[src/rtl/irq_pin_pkg.sv]
package irq_pin_pkg;

   localparam int VEC_W   = 8;
   localparam int DEST_W  = 8;
   localparam int DMODE_W = 3;
   localparam int WORD_W  = 32;

   // low-half field positions
   localparam int LO_VEC_LSB   = 0;
   localparam int LO_DMODE_LSB = 8;
   localparam int LO_LOGICAL   = 11;
   localparam int LO_POL       = 13;
   localparam int LO_LEVEL     = 15;
   localparam int LO_MASK      = 16;
   // high-half field position
   localparam int HI_DEST_LSB  = 24;

   typedef struct packed {
      logic [DEST_W-1:0]  dest;
      logic               mask;
      logic               level;
      logic               pol;
      logic               logical;
      logic [DMODE_W-1:0] dmode;
      logic [VEC_W-1:0]   vec;
   } route_t;

   localparam route_t ROUTE_RESET = '{dest: '0, mask: 1'b1, level: 1'b0,
                                      pol: 1'b0, logical: 1'b0,
                                      dmode: '0, vec: '0};

endpackage

[src/rtl/irq_in_sync.sv]
module irq_in_sync #(
   parameter int W      = 8,
   parameter int STAGES = 2
) (
   input  logic         clk,
   input  logic         rst_n,
   input  logic [W-1:0] d,
   output logic [W-1:0] q
);

   if (STAGES < 0) begin : g_bad_stages
      initial $fatal(1, "irq_in_sync: STAGES must not be negative");
   end

   if (STAGES == 0) begin : g_bypass
      assign q = d;
   end else begin : g_chain
      logic [W-1:0] st [STAGES];
      always_ff @(posedge clk or negedge rst_n) begin
         if (!rst_n) begin
            for (int i = 0; i < STAGES; i++) st[i] <= '0;
         end else begin
            st[0] <= d;
            for (int i = 1; i < STAGES; i++) st[i] <= st[i-1];
         end
      end
      assign q = st[STAGES-1];
   end

endmodule

[src/rtl/irq_route_table.sv]
module irq_route_table
   import irq_pin_pkg::*;
#(
   parameter int NPINS = 8,
   parameter int IDXW  = 3
) (
   input  logic                    clk,
   input  logic                    rst_n,
   input  logic                    we,
   input  logic [IDXW-1:0]         pin,
   input  logic                    hi,
   input  logic [WORD_W-1:0]       data,
   output route_t [NPINS-1:0]      ents,
   output logic   [NPINS-1:0]      wr_lo
);

   logic wr_unused;
   assign wr_unused = ^{data[12], data[14], data[23:17]};

   for (genvar g = 0; g < NPINS; g++) begin : g_ent
      route_t r;
      logic   sel;
      assign sel = we && (pin == IDXW'(g));

      always_ff @(posedge clk or negedge rst_n) begin
         if (!rst_n) begin
            r <= ROUTE_RESET;
         end else if (sel) begin
            if (hi) begin
               r.dest <= data[HI_DEST_LSB +: DEST_W];
            end else begin
               r.vec     <= data[LO_VEC_LSB +: VEC_W];
               r.dmode   <= data[LO_DMODE_LSB +: DMODE_W];
               r.logical <= data[LO_LOGICAL];
               r.pol     <= data[LO_POL];
               r.level   <= data[LO_LEVEL];
               r.mask    <= data[LO_MASK];
            end
         end
      end

      assign ents[g]  = r;
      assign wr_lo[g] = sel & ~hi;
   end

endmodule

[src/rtl/irq_prio_pick.sv]
module irq_prio_pick #(
   parameter int N    = 8,
   parameter int IDXW = 3
) (
   input  logic            clk,
   input  logic            rst_n,
   input  logic [N-1:0]    req,
   output logic [N-1:0]    gnt,
   output logic [IDXW-1:0] idx,
   output logic            any
);

   always_comb begin
      gnt = '0;
      idx = '0;
      for (int i = N - 1; i >= 0; i--) begin
         if (req[i]) begin
            gnt     = '0;
            gnt[i]  = 1'b1;
            idx     = IDXW'(i);
         end
      end
      any = |req;
   end

   assert_one_grant_R10: assert property (@(posedge clk) disable iff (!rst_n)
      $onehot0(gnt) && (any == (gnt != '0)));

endmodule

[src/rtl/irq_pin_cell.sv]
module irq_pin_cell
   import irq_pin_pkg::*;
(
   input  logic             clk,
   input  logic             rst_n,
   input  logic             line,
   input  route_t           ent,
   input  logic             wr_lo,
   input  logic             gnt,
   input  logic             eoi_valid,
   input  logic [VEC_W-1:0] eoi_vector,
   input  logic             eoi_level,
   output logic             need,
   output logic             remote,
   output logic             coal,
   output logic             ack
);

   logic pending, wr_lo_d;
   logic eff, rise, edge_ev, lvl_ev, need_hold, eoi_hit;
   logic eoi_re, wr_re, set_req, coal_n;

   always_comb begin
      eff       = line ^ ent.pol;
      rise      = eff & ~pending;
      edge_ev   = rise & ~ent.level;
      lvl_ev    = rise & ent.level;
      need_hold = need & ~gnt;
      eoi_hit   = eoi_valid && (ent.vec == eoi_vector);
      eoi_re    = eoi_hit & eoi_level & ent.level & eff;
      wr_re     = wr_lo_d & ent.level & eff;
      set_req   = edge_ev | (lvl_ev & ~remote & ~need) | eoi_re | wr_re;
      coal_n    = ~ent.mask & ((edge_ev & need_hold) | (lvl_ev & (remote | need)));
   end

   always_ff @(posedge clk or negedge rst_n) begin
      if (!rst_n) begin
         pending <= 1'b0;
         wr_lo_d <= 1'b0;
         need    <= 1'b0;
         remote  <= 1'b0;
         coal    <= 1'b0;
         ack     <= 1'b0;
      end else begin
         pending <= eff;
         wr_lo_d <= wr_lo;
         need    <= (need_hold | set_req) & ~ent.mask;
         remote  <= (remote & ~(eoi_hit & eoi_level) & ~wr_lo) | (gnt & ent.level);
         coal    <= coal_n;
         ack     <= eoi_hit;
      end
   end

   assert_remote_from_level_R4: assert property (@(posedge clk) disable iff (!rst_n)
      $rose(remote) |-> $past(gnt && ent.level));

   assert_edge_eoi_keeps_flag_R8: assert property (@(posedge clk) disable iff (!rst_n)
      (eoi_hit && !eoi_level && !wr_lo && !gnt) |=> $stable(remote));

   assert_mask_drops_R6: assert property (@(posedge clk) disable iff (!rst_n)
      (need && ent.mask) |=> !need);

   assert_edge_needs_rise_R2: assert property (@(posedge clk) disable iff (!rst_n)
      ($rose(need) && $past(!ent.level)) |-> $past(eff && !pending));

endmodule

[src/rtl/irq_pin_engine.sv]
module irq_pin_engine
   import irq_pin_pkg::*;
#(
   parameter int NPINS       = 8,
   parameter int SYNC_STAGES = 2,
   localparam int IDXW       = (NPINS > 1) ? $clog2(NPINS) : 1
) (
   input  logic                 clk,
   input  logic                 rst_n,
   input  logic [NPINS-1:0]     irq_line,
   input  logic                 cfg_we,
   input  logic [IDXW-1:0]      cfg_pin,
   input  logic                 cfg_hi,
   input  logic [WORD_W-1:0]    cfg_data,
   input  logic                 eoi_valid,
   input  logic [VEC_W-1:0]     eoi_vector,
   input  logic                 eoi_level,
   output logic                 dlv_valid,
   input  logic                 dlv_ready,
   output logic [IDXW-1:0]      dlv_pin,
   output logic [VEC_W-1:0]     dlv_vector,
   output logic [DEST_W-1:0]    dlv_dest,
   output logic [DMODE_W-1:0]   dlv_dmode,
   output logic                 dlv_logical,
   output logic                 dlv_level,
   output logic [NPINS-1:0]     coal,
   output logic [NPINS-1:0]     ack
);

   if (NPINS < 1 || NPINS > 64) begin : g_bad_npins
      initial $fatal(1, "irq_pin_engine: NPINS must be 1..64");
   end

   logic   [NPINS-1:0] line_s, need, remote, req, gnt, gnt_fire, wr_lo;
   route_t [NPINS-1:0] ents;
   route_t             sel;
   logic               fire;

   irq_in_sync #(.W(NPINS), .STAGES(SYNC_STAGES)) i_sync (
      .clk(clk), .rst_n(rst_n), .d(irq_line), .q(line_s));

   irq_route_table #(.NPINS(NPINS), .IDXW(IDXW)) i_table (
      .clk(clk), .rst_n(rst_n), .we(cfg_we), .pin(cfg_pin), .hi(cfg_hi),
      .data(cfg_data), .ents(ents), .wr_lo(wr_lo));

   for (genvar g = 0; g < NPINS; g++) begin : g_pin
      assign req[g] = need[g] & ~ents[g].mask;

      irq_pin_cell i_cell (
         .clk(clk), .rst_n(rst_n), .line(line_s[g]), .ent(ents[g]),
         .wr_lo(wr_lo[g]), .gnt(gnt_fire[g]),
         .eoi_valid(eoi_valid), .eoi_vector(eoi_vector), .eoi_level(eoi_level),
         .need(need[g]), .remote(remote[g]), .coal(coal[g]), .ack(ack[g]));
   end

   irq_prio_pick #(.N(NPINS), .IDXW(IDXW)) i_pick (
      .clk(clk), .rst_n(rst_n), .req(req), .gnt(gnt), .idx(dlv_pin), .any(dlv_valid));

   assign fire     = dlv_valid & dlv_ready;
   assign gnt_fire = gnt & {NPINS{fire}};

   always_comb begin
      sel = '0;
      for (int i = 0; i < NPINS; i++) begin
         if (gnt[i]) sel = sel | ents[i];
      end
   end

   assign dlv_vector  = sel.vec;
   assign dlv_dest    = sel.dest;
   assign dlv_dmode   = sel.dmode;
   assign dlv_logical = sel.logical;
   assign dlv_level   = sel.level;

   assert_stall_holds_R10: assert property (@(posedge clk) disable iff (!rst_n)
      (dlv_valid && !dlv_ready && !cfg_we) |=> dlv_valid);

   assert_flag_only_level_R4: assert property (@(posedge clk) disable iff (!rst_n)
      (fire && dlv_level) |=> remote[$past(dlv_pin)]);

endmodule

[config.mk]
export PLATFORM = sky130hd
export DESIGN_NAME = irq_pin_engine
export DESIGN_NICKNAME = d
export VERILOG_FILES = /design/src/rtl/irq_pin_pkg.sv /design/src/rtl/irq_in_sync.sv /design/src/rtl/irq_route_table.sv /design/src/rtl/irq_prio_pick.sv /design/src/rtl/irq_pin_cell.sv /design/src/rtl/irq_pin_engine.sv
export SDC_FILE = /design/constraint.sdc
export NUM_CORES = 1
export LEC_CHECK = 0
export ABC_AREA = 1
export BUFFER_PORTS_ARGS = -buffer_cell sky130_fd_sc_hd__buf_2
export CAP_MARGIN = 30
export CORE_MARGIN = 1
export CORE_UTILIZATION = 35
export DETAILED_ROUTE_END_ITERATION = 10
export SLEW_MARGIN = 30
export SYNTH_ARGS = -nofsm -noshare
export SYNTH_HDL_FRONTEND = slang
export SYNTH_SLANG_ARGS = --single-unit
[constraint.sdc]
create_clock -name clk -period 2 [get_ports clk]
set_input_delay 0.5 -clock clk [delete_from_list [all_inputs] [get_ports clk]]
set_output_delay 0.5 -clock clk [all_outputs]
set_load 0.02 [all_outputs]
==> metrics.log <==
INFO  metric run_status = finished, violations left
INFO  metric violations_in_the_final_reports = negative setup slack
INFO  metric floorplan.io_pins = 99
INFO  metric numPortBuffers = 89
INFO  metric die-width = 185 um
INFO  metric tritoncts = done
INFO  metric clock-root-buffer = sky130_fd_sc_hd__clkbuf_16
INFO  metric clk_pwr_share = 27.0%
INFO  metric register_to_register_setup_slack = 0.16 ns
INFO  metric leakagePower = 7.53 nW
INFO  metric timing.fmax = 365 MHz
INFO  metric worstHoldEndpoint = i_sync.g_chain.st[8]
INFO  metric report.final.setup_viol = 25
INFO  metric area.growth.synth_to_final = 27.3%
INFO  metric synthesis.area = 11700 um2
INFO  metric synth_seq_cells = 248
INFO  metric firstDrtPassIters = 5
INFO  metric synth_cells = 1478
INFO  metric clock_latency = 0.55 ns
INFO  metric fin_nets = 1668
INFO  metric fin_util = 45.6%
INFO  metric grt_first_pass_wirelength = 51.6 mm
INFO  metric worst_setup_sp_type = flip-flop
INFO  metric period_minus_slack = 2.74 ns
INFO  metric start_util = 35.8%
INFO  metric layout_setup_ws = -0.739 ns
INFO  metric comb_power_share = 36.8%
INFO  metric fin_skew = 0.0115 ns
INFO  metric leftover_overflow_at_the_end_of_global_routing = 0
INFO  metric mostFrequentLayoutCells = sky130_fd_sc_hd__nand2_1, sky130_fd_sc_hd__dfrtp_1, sky130_fd_sc_hd__o21ai_0
INFO  metric placement_row_count = 66
INFO  metric clockBufferDepth = 3
INFO  metric final.period_utilization = 137%
INFO  metric grt_antenna_before_repair = 1
INFO  metric switchingPower = 6.69 mW
INFO  metric antenna_left = 0
INFO  metric whs_path_depth = 1
INFO  metric ir_drop = 1.03 mV
INFO  metric synth_cell_types = 31
INFO  metric route.detailed.vias_per_inst = 4.88
INFO  metric num_vias = 10115
INFO  metric synthesis_warning_total = 0
INFO  metric placeable_area = 32800 um2
INFO  metric syn-mean-instance-area = 7.95 um2
INFO  metric power.share.sequential = 36.2%
INFO  metric multi_input_comb_area = 5220 um2
INFO  metric drive_gt1_share = 23.9%
INFO  metric powerDensity = 1250 nW/um2
INFO  metric worstSetupEndpointType = output port
INFO  metric reg2reg_depth = 11
INFO  metric min-delay-path-class = input pin to flip-flop
INFO  metric critical_path_peak_fanout = 6
INFO  metric cts_inserted_buffers = 27
INFO  metric fillCellCount = 3172
INFO  metric unrepaired_setup_endpoints_after_global_routing = true
INFO  metric grt_start_max_net_pins = 59
INFO  metric design_area = 15000 um2
INFO  metric ff_latch_area = 6220 um2
INFO  metric worstMarginPinSlew = 0.513 ns
INFO  metric report.final.hold_viol_count = 0
INFO  metric intPower = 12.1 mW
INFO  metric gp_congestion = 0.930
INFO  metric cts-htree-levels = 1
INFO  metric clk_pin_slew = 0.06 ns
INFO  metric hold_start = irq_line[0]
INFO  metric wl_per_instance = 15.8 um
INFO  metric detail_route.iter0.violations = 747
INFO  metric fin_total_pwr = 18.8 mW
INFO  metric cap_violations = 0
INFO  metric drt_wirelength = 32.7 mm
INFO  metric power_switching_share = 35.7%
INFO  metric ys_seq_area_share = 52.9%
INFO  metric maxSlewViolCount = 0
INFO  metric placedCellCount = 2007
INFO  metric mostFrequentLayoutCell = sky130_fd_sc_hd__nand2_1
INFO  metric rr_endpoint = g_pin[6].i_cell.coal
INFO  metric floorplan.die.height = 185 um
INFO  metric critical_path_class = flip-flop to output port
INFO  metric cts.sinks = 248
INFO  metric final_cells = 2072
INFO  metric regToRegStartpoint = i_table.ents[37]
INFO  metric slew_headroom = 65.7%
INFO  metric die-area = 34300 um2
INFO  metric post_synthesis_net_count = 1536
INFO  metric post-route-drc-count = 0
INFO  metric critical_path_arrival = 2.24 ns
INFO  metric detailed_place.area = 13100 um2
INFO  metric hpwl = 22.7 mm
INFO  metric grt_util_all_layers = 19.3%
INFO  metric cp.required = 1.50 ns
INFO  metric vias_in_the_first_global_route = 9805
[worst max-delay path, stage by stage (launching register included)]
cell and delay (ns):
sky130_fd_sc_hd__dfstp_2 0.54, sky130_fd_sc_hd__inv_2 0.05, sky130_fd_sc_hd__nand2_4 0.09, sky130_fd_sc_hd__nand2_8 0.10
sky130_fd_sc_hd__inv_4 0.07, sky130_fd_sc_hd__nand2_4 0.05, sky130_fd_sc_hd__nor2_4 0.14, sky130_fd_sc_hd__buf_12 0.13
sky130_fd_sc_hd__buf_12 0.13, sky130_fd_sc_hd__nand2_4 0.04, sky130_fd_sc_hd__nand2_2 0.05, sky130_fd_sc_hd__a21oi_2 0.03
sky130_fd_sc_hd__nand3_2 0.12, sky130_fd_sc_hd__buf_6 0.13
[sequential cells by signal, summed over array words and instances, names as in the netlist]
name and cells:
g_pin.i_cell.ack 8, g_pin.i_cell.coal 8, g_pin.i_cell.need 8, g_pin.i_cell.pending 8
g_pin.i_cell.remote 8, g_pin.i_cell.wr_lo_d 8, i_sync.g_chain.st 8, i_sync.q 8
i_table.ents 184
[cells by family (layout without fill, tap and decap cells)]
logic type | Yosys count | count (layout) | synth area share [%]
buffers and inverters | 214 | 364 | 7.82
other | 0 | 2 | 0
XOR/XNOR | 20 | 20 | 1.49
AND/OR/NAND/NOR | 696 | 696 | 24.8
flip-flops | 248 | 248 | 52.9
AO/OA/AOI/OAI | 300 | 300 | 12.9
[per-layer routing]
layer	wire, um	up-vias	global-route usage [%]
met1	14500	4786	25.1
li1	-	4980	-
met4	1180	0	7.44
met3	1410	73	2.77
met5	0	-	0
met2	15600	276	32.3
[cell usage after synthesis (all sizes together)]
cell type	instances	area [um2]
nor4	8	50.1
nand4	6	37.5
buf	39	262
xnor2	8	70.1
dfstp	8	210
dfrtp	240	6010
o21ai	212	1060
o22ai	10	62.6
clkbuf	33	124
o211ai	1	7.51
nand3	78	390
a22oi	1	7.51
inv	142	533
nand2	487	1870
a21oi	76	380
and2	5	31.3
nor3b	1	18.8
and3	4	25.0
nand3b	3	22.5
nor2	84	347
or2	16	100
xor2	12	105
nor3	4	20.0
[stage by stage]
step                      setup WS [ns]  hold slack [ns]  setup TNS, ns
final                            -0.739           0.0531         -16.38
after global routing             -0.831           0.0349         -18.51
after CTS                        -0.748           0.0329         -17.03
after detailed placement         -0.257            0.335          -4.18
after global placement           -0.247            0.334          -3.91
after floorplan                 -0.0195            0.204         -0.108
[layout make-up]
type                            instances  area share [%]
Clock buffer                           41            5.47
Inverter                              142            3.68
Clock inverter                          6           0.577
Antenna cell                            2          0.0335
Multi-Input combinational cell       1016            34.9
Sequential cell                       248            41.6
Tap cell                              442            3.70
Timing Repair Buffer                  175            10.1
[what timing repair did]
action / 4_1_cts / 5_1_grt
endpoints found under the setup margin: 25 / 25
gates resized for setup: 127 / 77
hold endpoints to repair: 25 / 0
buffers inserted: 8 / 4
cloned: 2 / 3
hold buffers: 1 / 0
pin swaps: 35 / 26
[worst max-delay path by stage]
stage          depth (start not counted)            end              from  slack (ns)
2_1_floorplan                          8  dlv_vector[1]  i_table.ents[14]       -0.02
3_3_place_gp                          10      dlv_level  i_table.ents[37]       -0.25
3_5_place_dp                          10      dlv_level  i_table.ents[37]       -0.26
4_1_cts                               10      dlv_level  i_table.ents[37]       -0.75
5_1_grt                               13    dlv_dest[2]  i_table.ents[37]       -0.83
6_report                              13   dlv_dmode[1]  i_table.ents[37]       -0.74
[power groups by stage]
stage                     clock network, mW  registers (mW)  logic (mW)
after floorplan                           0            6.63        3.48
after global placement                    0            6.74        5.39
after detailed placement                  0            6.77        5.48
after CTS                              5.18            6.74        6.49
after global routing                   5.37            6.91        7.55
final                                  5.06            6.79        6.91
Note: power is estimated with default switching activity, not from simulation.
